File: src/rtl/cc_timer_pkg.sv
package cc_timer_pkg;
  localparam int BUS_W    = 16;
  localparam int NUM_GR   = 4;
  localparam int NUM_PIN  = 2;
  localparam int NUM_SRC  = 6;
  localparam int SRC_STEP = 2;
  localparam int DIV_W    = SRC_STEP * (NUM_SRC - 1);
  localparam int ADDR_W   = 3;
  localparam int FLAG_W   = NUM_GR + 1;

  localparam logic [ADDR_W-1:0] A_CTRL = 3'd0;
  localparam logic [ADDR_W-1:0] A_MODE = 3'd1;
  localparam logic [ADDR_W-1:0] A_CNT  = 3'd2;
  localparam logic [ADDR_W-1:0] A_STAT = 3'd3;

  typedef struct packed {
    logic [2:0]        spare;
    logic [FLAG_W-1:0] ien;
    logic              buf_en;
    logic [2:0]        clr_sel;
    logic [2:0]        clk_sel;
    logic              start;
  } ctrl_t;

  typedef enum logic [1:0] {ACT_NONE, ACT_LOW, ACT_HIGH, ACT_TOGGLE} act_e;
endpackage

File: src/rtl/cc_prescaler.sv
module cc_prescaler import cc_timer_pkg::*; (
  input  logic       clk_i,
  input  logic       rst_ni,
  input  logic       run_i,
  input  logic [2:0] sel_i,
  output logic       tick_o
);
  logic [DIV_W-1:0] div_q;
  logic [DIV_W-1:0] mask;
  logic [DIV_W:0]   span;
  logic [2:0]       sel_c;

  always_comb begin
    sel_c = (sel_i > 3'(NUM_SRC - 1)) ? 3'(NUM_SRC - 1) : sel_i;
    span  = (DIV_W+1)'(1) << (SRC_STEP * int'(sel_c));
    mask  = DIV_W'(span - 1'b1);
  end

  // held at zero while stopped so the first running cycle ticks
  always_ff @(posedge clk_i or negedge rst_ni) begin
    if (!rst_ni)     div_q <= '0;
    else if (run_i)  div_q <= div_q + 1'b1;
    else             div_q <= '0;
  end

  assign tick_o = run_i && ((div_q & mask) == '0);
endmodule

File: src/rtl/cc_edge_detect.sv
module cc_edge_detect #(
  parameter int N = 2
) (
  input  logic         clk_i,
  input  logic         rst_ni,
  input  logic [N-1:0] pin_i,
  output logic [N-1:0] rise_o,
  output logic [N-1:0] fall_o
);
  for (genvar k = 0; k < N; k++) begin : g_pin
    logic s1_q, s2_q, prev_q;
    always_ff @(posedge clk_i or negedge rst_ni) begin
      if (!rst_ni) begin
        s1_q <= 1'b0; s2_q <= 1'b0; prev_q <= 1'b0;
      end else begin
        s1_q <= pin_i[k]; s2_q <= s1_q; prev_q <= s2_q;
      end
    end
    assign rise_o[k] = s2_q & ~prev_q;
    assign fall_o[k] = ~s2_q & prev_q;
  end
endmodule

File: src/rtl/cc_timer_channel.sv
module cc_timer_channel import cc_timer_pkg::*; (
  input  logic                clk_i,
  input  logic                rst_ni,
  input  logic                we_i,
  input  logic [ADDR_W-1:0]   addr_i,
  input  logic [BUS_W-1:0]    wdata_i,
  output logic [BUS_W-1:0]    rdata_o,
  input  logic [NUM_PIN-1:0]  cap_i,
  output logic [NUM_PIN-1:0]  cmp_o,
  output logic                irq_o
);
  localparam int HALF = NUM_GR / 2;

  ctrl_t                  ctrl_q;
  logic [NUM_GR-1:0][3:0] mode_q;
  logic [BUS_W-1:0]       cnt_q;
  logic [BUS_W-1:0]       gr_q [NUM_GR];
  logic [FLAG_W-1:0]      st_q, st_clr;
  logic [NUM_PIN-1:0]     cmp_q, cmp_d, rise, fall;
  logic [NUM_GR-1:0]      match, cap_evt, evt, gr_wr;
  logic                   tick, clr_hit, ovf, cnt_wr;

  cc_prescaler i_presc (
    .clk_i (clk_i), .rst_ni(rst_ni), .run_i(ctrl_q.start),
    .sel_i (ctrl_q.clk_sel), .tick_o(tick)
  );

  cc_edge_detect #(.N(NUM_PIN)) i_edge (
    .clk_i (clk_i), .rst_ni(rst_ni), .pin_i(cap_i),
    .rise_o(rise), .fall_o(fall)
  );

  always_comb begin
    for (int i = 0; i < NUM_GR; i++) begin
      logic act;
      act        = !(ctrl_q.buf_en && i >= HALF);
      match[i]   = act && !mode_q[i][2] && tick && (cnt_q == gr_q[i]);
      cap_evt[i] = act && mode_q[i][2] &&
                   ((mode_q[i][0] && rise[i % NUM_PIN]) || (mode_q[i][1] && fall[i % NUM_PIN]));
      evt[i]     = match[i] | cap_evt[i];
      gr_wr[i]   = we_i && (addr_i == ADDR_W'(NUM_GR + i));
    end
    clr_hit = 1'b0;
    for (int i = 0; i < NUM_GR; i++)
      if (ctrl_q.clr_sel == 3'(i + 1) && evt[i]) clr_hit = 1'b1;
    ovf    = tick && (cnt_q == '1) && !clr_hit;
    cnt_wr = we_i && (addr_i == A_CNT);
    st_clr = (we_i && addr_i == A_STAT) ? wdata_i[FLAG_W-1:0] : '0;
  end

  always_comb begin
    cmp_d = cmp_q;
    for (int i = 0; i < NUM_GR; i++) begin
      if (match[i]) begin
        case (act_e'(mode_q[i][1:0]))
          ACT_LOW:    cmp_d[i % NUM_PIN] = 1'b0;
          ACT_HIGH:   cmp_d[i % NUM_PIN] = 1'b1;
          ACT_TOGGLE: cmp_d[i % NUM_PIN] = ~cmp_d[i % NUM_PIN];
          default:    ;
        endcase
      end
    end
  end

  always_ff @(posedge clk_i or negedge rst_ni) begin
    if (!rst_ni) begin
      ctrl_q <= '0;
      mode_q <= '0;
      cnt_q  <= '0;
      st_q   <= '0;
      cmp_q  <= '0;
    end else begin
      if (we_i && addr_i == A_CTRL) ctrl_q <= ctrl_t'(wdata_i);
      if (we_i && addr_i == A_MODE) mode_q <= wdata_i;
      if (cnt_wr)       cnt_q <= wdata_i;
      else if (clr_hit) cnt_q <= '0;
      else if (tick)    cnt_q <= cnt_q + 1'b1;
      // set wins over a same-cycle clear
      st_q  <= (st_q & ~st_clr) | {ovf, evt};
      cmp_q <= cmp_d;
    end
  end

  for (genvar p = 0; p < HALF; p++) begin : g_pair
    always_ff @(posedge clk_i or negedge rst_ni) begin
      if (!rst_ni)                            gr_q[p] <= '0;
      else if (cap_evt[p])                    gr_q[p] <= cnt_q;
      else if (ctrl_q.buf_en && match[p])     gr_q[p] <= gr_q[p+HALF];
      else if (gr_wr[p])                      gr_q[p] <= wdata_i;
    end
    always_ff @(posedge clk_i or negedge rst_ni) begin
      if (!rst_ni)                            gr_q[p+HALF] <= '0;
      else if (ctrl_q.buf_en && cap_evt[p])   gr_q[p+HALF] <= gr_q[p];
      else if (cap_evt[p+HALF])               gr_q[p+HALF] <= cnt_q;
      else if (gr_wr[p+HALF])                 gr_q[p+HALF] <= wdata_i;
    end
  end

  always_comb begin
    case (addr_i)
      A_CTRL:  rdata_o = ctrl_q;
      A_MODE:  rdata_o = mode_q;
      A_CNT:   rdata_o = cnt_q;
      A_STAT:  rdata_o = BUS_W'(st_q);
      default: rdata_o = gr_q[addr_i[1:0]];
    endcase
  end

  assign cmp_o = cmp_q;
  assign irq_o = |(st_q & ctrl_q.ien);

  assert_hold_stopped_R3: assert property (@(posedge clk_i) disable iff (!rst_ni)
    !ctrl_q.start |=> $stable(cmp_o));
  assert_wrap_flag_R7: assert property (@(posedge clk_i) disable iff (!rst_ni)
    $rose(st_q[FLAG_W-1]) |-> $past(cnt_q) == '1);
  assert_clear_count_R6: assert property (@(posedge clk_i) disable iff (!rst_ni)
    (clr_hit && !cnt_wr) |=> cnt_q == '0);
  for (genvar k = 0; k < FLAG_W; k++) begin : g_flag_chk
    assert_flag_sticky_R8: assert property (@(posedge clk_i) disable iff (!rst_ni)
      (st_q[k] && !st_clr[k]) |=> st_q[k]);
  end
  for (genvar k = 0; k < HALF; k++) begin : g_cap_chk
    assert_capture_wins_R5: assert property (@(posedge clk_i) disable iff (!rst_ni)
      cap_evt[k] |=> gr_q[k] == $past(cnt_q));
  end
endmodule

File: config.mk
export PLATFORM = sky130hd
export DESIGN_NAME = cc_timer_channel
export DESIGN_NICKNAME = d
export VERILOG_FILES = /design/src/rtl/cc_timer_pkg.sv /design/src/rtl/cc_prescaler.sv /design/src/rtl/cc_edge_detect.sv /design/src/rtl/cc_timer_channel.sv
export SDC_FILE = /design/constraint.sdc
export NUM_CORES = 1
export LEC_CHECK = 0
export CAP_MARGIN = 30
export CORE_AREA = 5 5 122 124
export DETAILED_ROUTE_END_ITERATION = 8
export DIE_AREA = 0 0 127 129
export PLACE_DENSITY_LB_ADDON = 0.1
export SYNTH_ARGS = -nofsm -noshare
export SYNTH_HDL_FRONTEND = slang
export SYNTH_HIERARCHICAL = 1
export SYNTH_SLANG_ARGS = --single-unit
File: constraint.sdc
create_clock -name clk_i -period 5.5 [get_ports clk_i]
set_clock_uncertainty 0.1 [all_clocks]
set_input_delay 1.1 -clock clk_i [delete_from_list [all_inputs] [get_ports clk_i]]
set_output_delay 1.1 -clock clk_i [all_outputs]
set_load 0.05 [all_outputs]
After elaboration in Yosys (flattened, before gate mapping)
Index checks and enable logic that the tools add are counted.
{"block": "word_totals", "reg_bits": 135, "in_bits": 24}
{"block": "op_classes", "addsub": 3, "magnitude_cmp": 2, "eq_ne": 28, "shifts": 1, "mux": 34, "n_bitwise": 22, "reduce_logical": 61}
{"op": "$mux W16", "count": 17}
{"op": "$eq A16 B16 Y1", "count": 4}
{"op": "$pmux W16 S4", "count": 1}
{"op": "$logic_and A1 B1 Y1", "count": 43}
{"op": "$bmux W16 S2", "count": 1}
{"op": "$add A16 B1 Y16 const B", "count": 1}
{"op": "$eq A16 B16 Y1 const B", "count": 1}
{"op": "$eq A2 B2 Y1 const B", "count": 8}
{"op": "$eq A3 B3 Y1 const B", "count": 5}
{"op": "$reduce_bool A3 Y1", "count": 5}
{"op": "$eq A3 B2 Y1 const B", "count": 4}
{"op": "$pmux W1 S3", "count": 4}
{"op": "$add A10 B1 Y10 const B", "count": 1}
{"op": "$and A10 B10 Y10", "count": 1}
{"op": "$and A5 B5 Y5", "count": 2}
{"op": "$logic_not A10 Y1", "count": 1}
{"op": "$mux W10", "count": 1}
{"op": "$shl A1 B4 Y10 const A", "count": 1}
{"op": "$sub A10 B1 Y10 const B", "count": 1}
{"op": "$eq A2 B1 Y1 const B", "count": 4}
{"op": "$mux W1", "count": 8}
{"op": "$not A1 Y1", "count": 8}
{"op": "$eq A3 B1 Y1 const B", "count": 2}
{"op": "$logic_not A1 Y1", "count": 6}
{"op": "12 further kinds", "count": 21}

Logic depth before layout (Yosys ltp)
Gate-level depths: netlist of the first run.
{"block": "depth", "word_depth": 18, "ltp_mapped": 13}

Modules after synthesis
The synthesis of the first run kept the hierarchy.
{"module": "cc_timer_channel", "n_inst": 1, "cells_each": 789, "area_each_um2": 7970.1, "seq_area_each_um2": 2977.9}
{"module": "cc_prescaler", "n_inst": 1, "cells_each": 59, "area_each_um2": 565.5, "seq_area_each_um2": 250.2}
{"module": "cc_edge_detect", "n_inst": 1, "cells_each": 10, "area_each_um2": 185.2, "seq_area_each_um2": 150.1}

Least setup slack after synthesis of the first run
OpenSTA, ideal clock, no wires.
{"block": "synth_path", "kind": "input to output", "start": "input port addr_i[0]", "end": "output port rdata_o[10]", "t_arrival_ps": 2955, "required_time_ps": 4300, "slack_ps": 1345, "stages": 6, "n_path_buf": 3, "cell_sequence": "buf_2 buf_2 nor2b_1 clkbuf_1 a211oi_1 a21oi_1"}
{"block": "synth_between", "elab_chain_cells": 5, "elab_cells_between_ends": 9, "cone_classes": "3 x eq/ne; 4 x mux; 1 x bitwise; 1 x reduce/logical"}
{"element": "start: declaration", "line_no": "cc_timer_channel.sv:5", "rtl": "input logic [ADDR_W-1:0] addr_i,"}
{"element": "$not A2 Y3 (not written as such)", "line_no": "cc_timer_channel.sv:105", "rtl": "default: rdata_o = gr_q[addr_i[1:0]];"}
{"element": "$bmux W16 S2", "line_no": "cc_timer_channel.sv:105"}
{"element": "$mux W16 (not written as such) (2 in series)", "line_no": "cc_timer_channel.sv:105"}
{"element": "$pmux W16 S4 *", "line_no": "cc_timer_channel.sv:100", "rtl": "case (addr_i)"}
{"element": "end: declaration", "line_no": "cc_timer_channel.sv:7", "rtl": "output logic [BUS_W-1:0] rdata_o,"}
Every way passes the cells marked *; elsewhere a longest branch is shown, timed or not. The select of a mux whose other input is x is not followed.

Worst setup path in the final report of the first run
{"block": "layout_path", "start": "input port addr_i[2]", "end": "output port rdata_o[7]"}
{"block": "layout_between", "elab_chain_cells": 2, "elab_cells_between_ends": 5, "cone_classes": "3 x eq/ne; 1 x mux; 1 x reduce/logical"}
{"element": "$eq A3 B2 Y1, or another cell as far along", "line_no": "cc_timer_channel.sv:100"}
{"element": "$pmux W16 S4 *", "line_no": "cc_timer_channel.sv:100"}
Every way passes the cells marked *; elsewhere a longest branch is shown, timed or not.

==> qor.yml, run 1 <==
sta:
  finalCritPeriodShare: 0.850
  period_minus_slack_ps: 4680
  final_max_slew_viol_count: 0
  rsz0062_at_grt: "no"
  finalSetupViolCount: 0
  tns_ps: 0
  slew-limit-headroom: 0.300
  hold_ws_ps: 245
  tightest_slew_ps: 1050
  hold_viol_final: 0
  layout_setup_ws_ps: 822
  fmax_mhz: 214
cts:
  hold_buffers: 0
  clockBufferDepth: 2
  ctsResizeCount: 0
  root_buffer: "clkbuf_16"
  clk_pin_slew_ps: 60
  clock_sinks: 135
  cts_setup_buffers: 0
  cts_buffers: 17
  cts-htree-levels: 4
  cts_tree: "done"
  clkLatencyLatePin_ps: 430
worst_hold_path:
  hp-class: "register to register"
setup_path:
  cp_data_required_time_ps: 4300
  cp.arrival_ps: 3480
  cp-end-kind: "output port"
  critical_path.max_fanout: 26
  startpoint_type: "input port"
  crit_type: "input port to output port"
global_routing:
  grt_pass1_wl_um: 43800
  grt_pass1_vias: 7484
  grt_util_all_layers: 0.353
  grt_max_degree: 99
  grt_overflow_total: 0
  grt_antenna_before_repair: 0
synth:
  synth-compound-area-share: 0.164
  synthAdderAreaFrac: 0.00430
  ys_warn_count: 6
  ys_seq_area_frac: 0.387
  synthSimpleGateAreaFrac: 0.127
  synth_cells: 858
  synth_area_per_cell_um2: 10.2
  ys_types: 67
  synth_xor_area_frac: 0.0803
  synth-main-ff-cell: "dfrtp_1"
  synth-edff-count: 0
  syn_nets: 885
  synth_top_family_by_area: "multiplexers"
  ys_ff_latch: 135
  synthesis.area_mm2: 0.00872
  async_reset_ff_frac: 1.00
  synthMuxAreaShare: 0.191
finish:
  layout_commonest_cell: "dfrtp_1"
  area_growth_pct: 12.8
  diodes: 0
  fin_nets: 907
  drive_gt1_frac: 0.166
  fillers: 999
  final_cell_mix: "135 x dfrtp_1, 65 x nand2_1, 64 x o21ai_0"
  seq_area_mm2: 0.00338
  multiInputGateArea_mm2: 0.00495
floorplanning:
  start_util: 0.638
  fp.dieH_um: 129
  core_mm2: 0.0137
  die_area_mm2: 0.0164
  fp.dieW_um: 127
  ios: 43
  rows: 43
route:
  drt_iter0_drc: 981
  wl_per_cell_um: 26.2
  antenna_left: 0
  dr.pass1.iters: 5
  wl_met3_um: 2590
  vias_per_cell: 7.06
  drc: 0
  finalWirelength_um: 28100
  maxUsedRoutingLayer: "met4"
  met2_length_um: 13000
  via_count: 7574
  wl_met1_um: 10900
power_and_ir_drop:
  leakage_nw: 4.12
  powerDensity_mw_per_mm2: 494
  peakVddDrop_uv: 280
  total_power_w: 0.00486
run_status:
  outcome: "finished clean"
place:
  port_buffers: 42
  place.gp.congestion: 1.09
  place_ws_ps: 898
  hpwl_um: 19100
job:
  max-cap-violations: 0
report_power, final:
part	internal, W	switching, W	total [W]
Clock	0.000816	0.000437	0.00125
Sequential	0.00132	0.000634	0.00195
Combinational	0.000773	0.000880	0.00165
critical path, cell delays in order:
cell             delay, ps
clkdlybuf4s50_1        950
buf_4                  400
a21oi_1                160
clkdlybuf4s50_1        850
metrics by stage:
step,cells,utilization,cell area [um2]
final,1073,0.720,9840
after global routing,1073,0.720,9840
after CTS,1072,0.718,9810
after detailed placement,1040,0.672,9180
after global placement,1040,0.672,9180
after floorplan,858,-,8720
cells in the mapped netlist, drive strengths merged, types with 17 or more instances:
cell,instances,area [um2]
dfrtp,135,3380
o21ai,74,370
nand2,67,256
nor2,64,240
mux2i,63,631
xnor2,51,447
mux2,50,563
buf,42,270
a22oi,33,248
a211oi,29,223
xor2,29,254
mux4,21,473
a21oi,20,100
clkbuf,17,63.8
inv,17,63.8
area by class of cell:
class | instances | area share
well taps | 180 | 0.0229
clock inverters | 8 | 0.0173
inverters | 18 | 0.00687
clock buffers | 24 | 0.0469
repair buffers | 62 | 0.0591
flip-flops and latches | 135 | 0.343
multi-input cells | 646 | 0.504
final timing paths:
path | from | to | slack (ps) | cells after the start
hold reg to reg | i_edge/g_pin[1].s1_q | i_edge/g_pin[1].s2_q | 250 | 0
min in group asynchronous | rst_ni | i_presc/div_q[8] | 580 | 2
setup / recovery | addr_i[2] | rdata_o[7] | 820 | 4
max in group asynchronous | rst_ni | ctrl_q[1] | 3760 | 3
hold / removal | i_edge/g_pin[1].s1_q | i_edge/g_pin[1].s2_q | 250 | 0
setup reg to reg | ctrl_q[2] | gr_q[54] | 1190 | 12
layer usage:
| metal | track usage | up-vias |
|---|---|---|
| met4 | 0.183 | 0 |
| li1 | - | 3189 |
| met1 | 0.474 | 3730 |
| met2 | 0.548 | 535 |
| met3 | 0.0706 | 120 |
| met5 | 0 | - |
cell families (layout without fill, tap and decap cells):
| family | Yosys count | in the layout |
|---|---|---|
| AOI/OAI and AO/OA | 213 | 213 |
| xor gates and xnor gates | 80 | 80 |
| adders and majority gates | 3 | 3 |
| buffers and inverters | 77 | 112 |
| DFF | 135 | 135 |
| muxes | 134 | 134 |
| and+or+nand+nor | 216 | 216 |
sequential cells by signal, indices dropped and copies added (netlist names):
| register | cells |
|---|---|
| ctrl_q | 16 |
| i_presc/div_q | 10 |
| st_q | 5 |
| i_edge/g_pin.s1_q | 2 |
| i_edge/g_pin.prev_q | 2 |
| i_edge/g_pin.s2_q | 2 |
| cnt_q | 16 |
| cmp_o | 2 |
| mode_q | 16 |
| gr_q | 64 |
(Power assumes the default switching activity.)
==> run 2: changes to the inputs <==
Settings changed: HOLD_SLACK_MARGIN from default to 0.08.
==> results of run 2 <==
No change in the layout: final DEF, timing and power equal those of run 1.
==> run 3: changes to the inputs <==
Settings changed: CORE_AREA 5 5 122 124 to 5 5 177 179, DIE_AREA 0 0 127 129 to 0 0 182 184.
Clock period 5.5 ns to 4.8 ns, I/O delays scaled along.
==> run 3 against run 2 <==
Effect of this change:
- sequential power grew 13%
- register-to-register slack lost 390 ps
- via count shrank 8.0%
- clock power grew 11%
- combinational power grew 16%
- non-clock buffer count grew 8
- hold slack gained 0.52 ps
- global-route usage shrank 16 points
- sequential share of layout area shrank 0.90 points
- critical path type is now register to register
- critical endpoint is now gr_q[53]
- largest power group unchanged
==> qor.yml, run 3 (synthesized netlist as in run 1, its figures left out) <==
job:
  max-cap-violations: 0  # unchanged
cts:
  cts_buffers: 17  # unchanged
  cts-htree-levels: 4  # unchanged
  cts_setup_buffers: 0  # unchanged
  clk_pin_slew_ps: 60  # about the same
  cts_tree: "done"
  clkLatencyLatePin_ps: 430  # about the same
  ctsResizeCount: 0  # unchanged
  root_buffer: "clkbuf_16"
  hold_buffers: 0  # unchanged
  clock_sinks: 135  # unchanged
  clockBufferDepth: 2  # unchanged
power_and_ir_drop:
  p_switching_w: 0.00228  # +17%
  seq_power_share: 0.400  # -0.002
  peakVddDrop_uv: 248  # -12%
  combPwrFrac: 0.347  # +0.007
  p_int_w: 0.00323  # +11%
  leakage_nw: 4.18  # +1.4%
  p_clk_frac: 0.253  # -0.005
  swShare: 0.414  # +0.0120
  powerDensity_mw_per_mm2: 545  # +10%
run_status:
  outcome: "finished clean"
setup_path:
  r2r-start: "ctrl_q[1]"
  cp.arrival_ps: 4250  # +770 ps
  cp_slowest_stage_delay_ps: 530  # -420 ps
  ff2ff_setup_slack_ps: 800  # -390 ps
  critical_path.max_fanout: 32  # +23%
  slowest_stage: "nor4_2"
  rr_worst_depth: 11  # -1
  cp-end-kind: "register"
  path_cells: "or3b_2, ha_1, inv_1, a221o_1, nor4_2, nor3b_1, nor2b_1, nand3_4, o311a_4, a211oi_1, a21o_1"
  r2r-end: "gr_q[53]"
  cp_data_required_time_ps: 5060  # +760 ps
  startpoint_type: "register"
  crit_type: "register to register"
place:
  detailed_place.area_mm2: 0.00950  # +3.4%
  port_buffers: 42  # unchanged
  place.gp.congestion: 0.848  # -22%
  hpwl_um: 23300  # +22%
floorplanning:
  rows: 63  # +47%
  core_mm2: 0.0294  # +120%
  die_area_mm2: 0.0335  # +100%
  start_util: 0.297  # -0.342
  fp.dieH_um: 184  # +43%
  ios: 43  # unchanged
  fp.dieW_um: 182  # +43%
sta:
  finalCritPeriodShare: 0.833
  hold_ws_ps: 246  # +0.523 ps
  rsz0062_at_grt: "no"
  hold_viol_final: 0  # unchanged
  fmax_mhz: 250
  period_minus_slack_ps: 4000
  tns_ps: 0  # unchanged
  finalSetupViolCount: 0  # unchanged
  slew-limit-headroom: 0.348  # +0.0481
  tightest_slew_ps: 975  # -72.0 ps
  final_max_slew_viol_count: 0  # unchanged
finish:
  multiInputGateArea_mm2: 0.00497  # +0.25%
  seq_area_mm2: 0.00338  # unchanged
  area_growth_pct: 15.9
  largest_reg_flops: 64  # unchanged
  fillers: 3016  # +200%
  top_register: "gr_q"
  drive_gt1_frac: 0.195  # +0.0296
  layout_commonest_cell: "dfrtp_1"
  postLayoutCellArea_mm2: 0.0101  # +2.7%
  fin_nets: 915  # +0.88%
  diodes: 0  # unchanged
  final_cell_mix: "135 x dfrtp_1, 65 x nand2_1, 64 x o21ai_0"
route:
  antenna_left: 0  # unchanged
  vias_per_cell: 5.40  # -24%
  dr.pass1.iters: 4  # -1
  drc: 0  # unchanged
  wl_per_cell_um: 25.2  # -3.8%
  drt_iter0_drc: 571  # -42%
  finalWirelength_um: 32500  # +16%
  via_count: 6967  # -8.0%
worst_hold_path:
  hold_start: "i_edge/g_pin[0].s1_q"
  hp-class: "register to register"
  worstHoldEndpoint: "i_edge/g_pin[0].s2_q"
  holdPathStages: 0  # unchanged
global_routing:
  grt_antenna_before_repair: 0  # unchanged
  grt_pass1_wl_um: 49400  # +13%
  grt_pass1_vias: 7351  # -1.8%
  grt_overflow_total: 0  # unchanged
  grt_max_degree: 84  # -15%
  grt_util_all_layers: 0.197  # -0.156
==> run 3: changes by cell type in the layout (fill, tap and decap cells not counted), moves of 2 or more <==
cell             delta
buf_4              +24
bufinv_16           -2
clkbuf_1            -4
clkdlybuf4s50_1    -16
clkinv_2            +2
clkinv_4            +3
nor3_2              -2
nor3_4              +2
==> run 3: metal layers <==
layer,GRT usage,vias up,routed length (um)
li1,-,3202,-
met1,0.283,3559,15600
met2,0.313,184,14900
met3,0.0293,22,1470
met4,0.0495,0,510
met5,0,-,0
==> run 3: metrics by stage <==
stage           util  worst slack (ps)  power [W]  instances
5_1_grt        0.344               586    0.00582       1291
3_3_place_gp   0.323               877    0.00413       1259
3_5_place_dp   0.323               832    0.00412       1259
4_1_cts        0.344               795    0.00555       1291
2_1_floorplan      -               925    0.00336        858
6_report       0.344               804    0.00551       1291
==> run 3: final cells by class <==
type | count | area share
Sequential cell | 135 | 0.334
Multi-Input combinational cell | 646 | 0.492
Clock inverter | 11 | 0.0146
Clock buffer | 21 | 0.0456
Tap cell | 390 | 0.0483
Inverter | 18 | 0.00669
Timing Repair Buffer | 70 | 0.0588
==> run 3: worst max-delay path: cells and delay by family, from the launching register on <==
kind	cells	cell delay, ps
DFF	1	450
AOI/OAI and AO/OA	4	1090
and+or+nand+nor	5	1940
buffers and inverters	1	30
adders and majority gates	1	280
==> run 3: power groups by stage <==
stage	Combinational [W]	Sequential (W)	Clock (W)
6_report	0.00191	0.00220	0.00139
3_5_place_dp	0.00190	0.00222	0
5_1_grt	0.00209	0.00226	0.00147
2_1_floorplan	0.00150	0.00186	0
3_3_place_gp	0.00191	0.00223	0
4_1_cts	0.00191	0.00220	0.00143
==> run 3: worst max-delay path by stage <==
stage	from	endpoint	slack, ps	cells after the start
floorplan	addr_i[0]	rdata_o[10]	920	6
global placement	ctrl_q[2]	gr_q[48]	880	11
detailed placement	ctrl_q[2]	gr_q[55]	830	11
finish	ctrl_q[1]	gr_q[53]	800	11
CTS	ctrl_q[2]	gr_q[63]	790	11
global route	ctrl_q[2]	gr_q[59]	590	11
